==> config.mk <==
export PLATFORM = sky130hd
export DESIGN_NAME = pu_fault_capture
export DESIGN_NICKNAME = d
export VERILOG_FILES = /design/src/rtl/pu_fault_pkg.sv /design/src/rtl/pu_irq_bank.sv /design/src/rtl/pu_fault_latch.sv /design/src/rtl/pu_fault_capture.sv
export SDC_FILE = /design/constraint.sdc
export NUM_CORES = 1
export LEC_CHECK = 0
export BUFFER_PORTS_ARGS = -buffer_cell sky130_fd_sc_hd__buf_4
export CAP_MARGIN = 10
export CORE_UTILIZATION = 30
export CTS_CLUSTER_DIAMETER = 200
export CTS_CLUSTER_SIZE = 8
export DETAILED_ROUTE_END_ITERATION = 8
export PLACE_DENSITY_LB_ADDON = 0.05
export SYNTH_ARGS = -nofsm -noshare
export SYNTH_HDL_FRONTEND = slang
export SYNTH_SLANG_ARGS = --single-unit
export TNS_END_PERCENT = 50
==> constraint.sdc <==
create_clock -name clk -period 2.9 [get_ports clk]
set_input_delay 0.87 -clock clk [delete_from_list [all_inputs] [get_ports clk]]
set_output_delay 0.87 -clock clk [all_outputs]
set_load 0.01 [all_outputs]
==> src/rtl/pu_fault_pkg.sv <==
package pu_fault_pkg;
   // register word indices
   localparam int unsigned IDX_ENABLE = 0;
   localparam int unsigned IDX_RAW    = 1;
   localparam int unsigned IDX_ENSTAT = 2;
   localparam int unsigned IDX_FADDR  = 3;
   localparam int unsigned IDX_FSTAT  = 4;
   localparam int unsigned IDX_FCLR   = 5;
   // interrupt bits
   localparam int unsigned IRQ_N      = 2;
   localparam int unsigned BIT_ADDR   = 0;
   localparam int unsigned BIT_PROT   = 1;
   // fault status layout
   localparam int unsigned FS_VALID   = 0;
   localparam int unsigned FS_WR      = 1;
   localparam int unsigned FS_KIND    = 2;
   localparam int unsigned FS_ID_LSB  = 3;
endpackage

==> src/rtl/pu_irq_bank.sv <==
module pu_irq_bank #(
   parameter int unsigned N = 2
) (
   input  logic         clk,
   input  logic         rst_n,
   input  logic [N-1:0] hw_set,
   input  logic [N-1:0] sw_set,
   input  logic [N-1:0] sw_clr,
   input  logic         en_we,
   input  logic [N-1:0] en_wdata,
   output logic [N-1:0] raw_q,
   output logic [N-1:0] en_q,
   output logic [N-1:0] irq
);
   generate
      for (genvar i = 0; i < N; i++) begin : g_bit
         always_ff @(posedge clk or negedge rst_n) begin
            if (!rst_n)                     raw_q[i] <= 1'b0;
            else if (hw_set[i] || sw_set[i]) raw_q[i] <= 1'b1;
            else if (sw_clr[i])             raw_q[i] <= 1'b0;
         end
         always_ff @(posedge clk or negedge rst_n) begin
            if (!rst_n)     en_q[i] <= 1'b0;
            else if (en_we) en_q[i] <= en_wdata[i];
         end
         assign irq[i] = raw_q[i] & en_q[i];
      end
   endgenerate
endmodule

==> src/rtl/pu_fault_latch.sv <==
module pu_fault_latch #(
   parameter int unsigned ADDR_W = 32,
   parameter int unsigned ID_W   = 4
) (
   input  logic              clk,
   input  logic              rst_n,
   input  logic              clr,
   input  logic              ev_a,
   input  logic [ADDR_W-1:0] a_addr,
   input  logic              a_wr,
   input  logic [ID_W-1:0]   a_id,
   input  logic              ev_b,
   input  logic [ADDR_W-1:0] b_addr,
   input  logic              b_wr,
   input  logic [ID_W-1:0]   b_id,
   input  logic              b_kind,
   output logic              valid_q,
   output logic [ADDR_W-1:0] addr_q,
   output logic              wr_q,
   output logic              kind_q,
   output logic [ID_W-1:0]   id_q
);
   logic take;
   assign take = (ev_a || ev_b) && (!valid_q || clr);

   always_ff @(posedge clk or negedge rst_n) begin
      if (!rst_n) begin
         valid_q <= 1'b0;
         addr_q  <= '0;
         wr_q    <= 1'b0;
         kind_q  <= 1'b0;
         id_q    <= '0;
      end else if (take) begin
         valid_q <= 1'b1;
         if (ev_a) begin
            addr_q <= a_addr;
            wr_q   <= a_wr;
            kind_q <= 1'b0;
            id_q   <= a_id;
         end else begin
            addr_q <= b_addr;
            wr_q   <= b_wr;
            kind_q <= b_kind;
            id_q   <= b_id;
         end
      end else if (clr) begin
         valid_q <= 1'b0;
         addr_q  <= '0;
         wr_q    <= 1'b0;
         kind_q  <= 1'b0;
         id_q    <= '0;
      end
   end
endmodule

==> src/rtl/pu_fault_capture.sv <==
module pu_fault_capture
   import pu_fault_pkg::*;
#(
   parameter int unsigned ADDR_W = 32,
   parameter int unsigned ID_W   = 4,
   parameter int unsigned REG_AW = 4,
   parameter int unsigned DATA_W = 32
) (
   input  logic              clk,
   input  logic              rst_n,
   input  logic              xfer_viol,
   input  logic [ADDR_W-1:0] xfer_addr,
   input  logic              xfer_wr,
   input  logic [ID_W-1:0]   xfer_id,
   input  logic              cfg_acc,
   input  logic              cfg_hit,
   input  logic              cfg_allow,
   input  logic [ADDR_W-1:0] cfg_addr,
   input  logic              cfg_wr,
   input  logic [ID_W-1:0]   cfg_id,
   input  logic              reg_we,
   input  logic [REG_AW-1:0] reg_addr,
   input  logic [DATA_W-1:0] reg_wdata,
   output logic [DATA_W-1:0] reg_rdata,
   output logic              irq_addr_err,
   output logic              irq_prot_err
);
   localparam int unsigned FS_W = FS_ID_LSB + ID_W;

   generate
      if (ADDR_W < 1 || ADDR_W > DATA_W) begin : g_bad_addr_w
         $error("ADDR_W must lie in 1..DATA_W");
      end
      if (ID_W < 1 || FS_W > DATA_W) begin : g_bad_id_w
         $error("fault status does not fit in DATA_W");
      end
      if ((1 << REG_AW) <= IDX_FCLR) begin : g_bad_reg_aw
         $error("REG_AW too narrow for the register map");
      end
   endgenerate

   logic cfg_addr_err, cfg_prot_err;
   assign cfg_addr_err = cfg_acc && !cfg_hit;
   assign cfg_prot_err = cfg_acc && cfg_hit && !cfg_allow;

   logic sel_en, sel_raw, sel_enstat, sel_fclr;
   assign sel_en     = reg_we && (reg_addr == REG_AW'(IDX_ENABLE));
   assign sel_raw    = reg_we && (reg_addr == REG_AW'(IDX_RAW));
   assign sel_enstat = reg_we && (reg_addr == REG_AW'(IDX_ENSTAT));
   assign sel_fclr   = reg_we && (reg_addr == REG_AW'(IDX_FCLR));

   logic [IRQ_N-1:0] hw_set, sw_set, sw_clr, raw_q, en_q, irq;
   assign hw_set[BIT_ADDR] = cfg_addr_err;
   assign hw_set[BIT_PROT] = xfer_viol || cfg_prot_err;
   assign sw_set = sel_raw    ? reg_wdata[IRQ_N-1:0] : '0;
   assign sw_clr = sel_enstat ? reg_wdata[IRQ_N-1:0] : '0;

   pu_irq_bank #(.N(IRQ_N)) u_bank (
      .clk      (clk),
      .rst_n    (rst_n),
      .hw_set   (hw_set),
      .sw_set   (sw_set),
      .sw_clr   (sw_clr),
      .en_we    (sel_en),
      .en_wdata (reg_wdata[IRQ_N-1:0]),
      .raw_q    (raw_q),
      .en_q     (en_q),
      .irq      (irq)
   );

   assign irq_addr_err = irq[BIT_ADDR];
   assign irq_prot_err = irq[BIT_PROT];

   logic              f_valid, f_wr, f_kind;
   logic [ADDR_W-1:0] f_addr;
   logic [ID_W-1:0]   f_id;

   pu_fault_latch #(.ADDR_W(ADDR_W), .ID_W(ID_W)) u_latch (
      .clk     (clk),
      .rst_n   (rst_n),
      .clr     (sel_fclr),
      .ev_a    (xfer_viol),
      .a_addr  (xfer_addr),
      .a_wr    (xfer_wr),
      .a_id    (xfer_id),
      .ev_b    (cfg_addr_err || cfg_prot_err),
      .b_addr  (cfg_addr),
      .b_wr    (cfg_wr),
      .b_id    (cfg_id),
      .b_kind  (cfg_addr_err),
      .valid_q (f_valid),
      .addr_q  (f_addr),
      .wr_q    (f_wr),
      .kind_q  (f_kind),
      .id_q    (f_id)
   );

   always_comb begin
      reg_rdata = '0;
      case (reg_addr)
         REG_AW'(IDX_ENABLE): reg_rdata[IRQ_N-1:0] = en_q;
         REG_AW'(IDX_RAW):    reg_rdata[IRQ_N-1:0] = raw_q;
         REG_AW'(IDX_ENSTAT): reg_rdata[IRQ_N-1:0] = raw_q & en_q;
         REG_AW'(IDX_FADDR):  reg_rdata[ADDR_W-1:0] = f_addr;
         REG_AW'(IDX_FSTAT): begin
            reg_rdata[FS_VALID]           = f_valid;
            reg_rdata[FS_WR]              = f_wr;
            reg_rdata[FS_KIND]            = f_kind;
            reg_rdata[FS_ID_LSB +: ID_W]  = f_id;
         end
         default: reg_rdata = '0;
      endcase
   end
endmodule

==> flow_metrics.tcl <==
set metrics [dict create \
    drtAntennaViolNets 0 \
    min_period_ps 2720 \
    slew_headroom_pct 44.6 \
    antenna-diode-count 0 \
    syn2layout_area_growth_pct 43.0 \
    die_w_um 94.2 \
    synthTopCellsByArea "dfrtp_1 (42%), mux2i_1 (15%), o32ai_1 (13%), o21ai_0 (7.5%), and2_1 (6.6%)" \
    ctsResizeCount 0 \
    grt_usage_pct 17.4 \
    post-route-period-util_pct 93.6 \
    power.density_nw_per_um2 437 \
    wl_per_cell_um 16.4 \
    cp_max_fo 21 \
    hp-start "u_bank.en_q[0]" \
    status "complete, no violations" \
    synth_common_cells "dfrtp_1 (43), mux2i_1 (39), o21ai_0 (38), o32ai_1 (37), and2_1 (27)" \
    hold_depth 1 \
    grt_pass1_vias 2352 \
    io_buffers 120 \
    totalPowerFinal_mw 1.59 \
    syn-num-nets 368 \
    rrSetupSlack_ps 1450 \
    netlist_area_um2 2550 \
    grt_first_pass_wirelength_um 12000 \
    grt_start_max_net_pins 44 \
    yosysMostFrequentCell "dfrtp_1" \
    die_h_um 94.2 \
    end_kind "output port" \
    ctsHoldBuffers 0 \
    antenna_found_initial 0 \
    root_buffer "clkbuf_8" \
    ys_async_sr_fraction_pct 100 \
    hpwlAfterDp_um 4940 \
    initial_core_util_pct 31.0 \
    ios 151 \
    fin_ws_ps 185 \
    worst_ep_arrival_time_ps 1850 \
    dpl_worst_slack_ps 193 \
    r2r_start "u_latch.valid_q" \
    vias_per_cell 5.33 \
    synth_cells 251 \
    yosysTopAreaCellShare_pct 42.2 \
    setup-violations-final 0 \
    gp_congestion 0.743 \
    rsz0062_at_grt "no" \
    min_path_type "reg -> reg" \
    ys_ff_latch 43 \
    cts_max_path_buffers 2 \
    fin_area_um2 3640 \
    fin_hold_ws_ps 549 \
    required_ps 2030 \
    path_common_cell "buf_4" \
    finalHoldViolCount 0 \
    maxCapViolCount 0 \
    core-area_um2 8220 \
    path_clk_slew_ps 80 \
    max_slew.worst_pin.slew_ps 831 \
    ys_types 30 \
    critPathKind "in -> out" \
    cts_setup_buffers 0 \
    r2r_end "u_latch.addr_q[14]" \
    ys.flop_type "dfrtp_1" \
    slowest_delay_ps 250 \
    die_area_um2 8870 \
    power_leakage_nw 1.72 \
    ir_drop_mv 0.176 \
    cts.sinks 43 \
    insertion_delay_ps 290 \
    num_rows 33 \
    avgSynthCellArea_um2 10.2 \
    fmax_mhz 368 \
    final_nets 476 \
    min_to "u_bank.en_q[0]" \
    fillerInstances 816 \
    cts.htree.levels 2 \
    synth_edf_count 0 \
    drc 0 \
    vias 2480 \
    first_iter_violations 122 \
    tritoncts "built" \
    finClkSkew_ps 6.20 \
    ys_seq_area_share_pct 42.2 \
    drive_above_1_share_pct 39.7 \
    report.final.slew_viol_count 0 \
    tns_ps 0 \
    grt_overflow 0 \
    reg2reg_depth 2 \
    firstDrtPassIters 4 \
    synth_top_area_cell "dfrtp_1" \
    start_kind "primary input" \
    post_dp_cell_area_um2 3560 \
    cp_cell_sequence "buf_4, nor2_1, and3_1, buf_12, a22o_1, buf_4" \
    crit_slowest_cell "and3_1" \
    yosys_warnings 0 \
    cts_buffers 5 \
    drt-total-wl_um 7620 \
]
-- layer usage --
layer	share of wire (%)	track usage, %	up-vias
li1	-	-	1186
met1	45	23.8	1215
met2	49	28.1	75
met3	5.6	3.64	4
met4	0.72	3.85	0
met5	0	0	-
-- worst max path at each step --
stage	startpoint	end	slack (ps)	cells after the start
after floorplan	reg_addr[1]	reg_rdata[2]	2	3
after global placement	reg_addr[3]	reg_rdata[14]	180	6
after detailed placement	reg_addr[3]	reg_rdata[3]	190	6
after CTS	reg_addr[3]	reg_rdata[3]	190	6
after global routing	reg_addr[3]	reg_rdata[3]	110	6
final	reg_addr[3]	reg_rdata[5]	180	6
-- report_power, final --
part	leakage (nW)	internal, mW	total (mW)	switching, mW
Sequential	0.533	0.737	0.798	0.0607
Combinational	1.14	0.234	0.423	0.189
Clock	0.0422	0.170	0.374	0.204
-- per-stage QoR --
step | util, % | cells
2_1_floorplan | - | 251
3_3_place_gp | 43.4 | 457
3_5_place_dp | 43.4 | 457
4_1_cts | 44.4 | 465
5_1_grt | 44.4 | 465
6_report | 44.4 | 465
-- layout by cell type, fill, tap and decap left out --
cell type / Yosys / routed
nand2b_1: 3 / 3
a22o_1: 5 / 5
mux2_2: 2 / 2
nor2_4: 0 / 1
a21boi_0: 1 / 1
clkinv_2: 0 / 1
and3b_1: 1 / 1
o21ba_2: 1 / 1
o21a_2: 0 / 1
buf_4: 0 / 129
a32oi_1: 2 / 2
o21ai_1: 3 / 3
and3_1: 1 / 1
o22ai_1: 1 / 1
o21ai_0: 38 / 38
inv_1: 2 / 2
nor2_1: 2 / 1
buf_12: 0 / 1
o32ai_1: 37 / 37
clkbuf_8: 0 / 5
mux2i_1: 39 / 39
nand4bb_2: 0 / 1
nor2b_1: 1 / 1
nor3_1: 1 / 1
a221o_1: 2 / 2
nand2_1: 3 / 3
nor3b_1: 2 / 2
clkbuf_1: 20 / 2
and2_1: 27 / 27
nand4b_1: 2 / 2
dfrtp_1: 43 / 43
nor4b_2: 0 / 1
-- critical path, delay by kind of cell --
family | cells | cell delay [ps]
AO/OA/AOI/OAI | 1 | 160
AND/OR/NAND/NOR | 2 | 380
buffers and inverters | 3 | 430
-- logic make-up after synthesis --
group | share of synthesized area, %
multiplexers | 16.2
flip-flops | 42.2
AO/OA/AOI/OAI | 25.2
buffers and inverters | 5.20
AND/OR/NAND/NOR | 11.2
-- state kept, by name, summed over array words and instances, names as in the netlist --
name	cells
u_bank.en_q	2
u_bank.raw_q	2
u_latch.addr_q	32
u_latch.id_q	4
u_latch.kind_q	1
u_latch.valid_q	1
u_latch.wr_q	1
-- layout make-up --
| class | count | area, um2 | share of cell area [%] |
|---|---|---|---|
| tap | 105 | 131 | 3.60 |
| clock buffer | 7 | 76.3 | 2.09 |
| timing repair buffer | 130 | 988 | 27.1 |
| sequential | 43 | 1080 | 29.5 |
| multi-input combinational | 177 | 1360 | 37.3 |
| clock inverter | 1 | 5.00 | 0.137 |
| inverter | 2 | 7.51 | 0.206 |
Power figures use the tool's default switching activity.
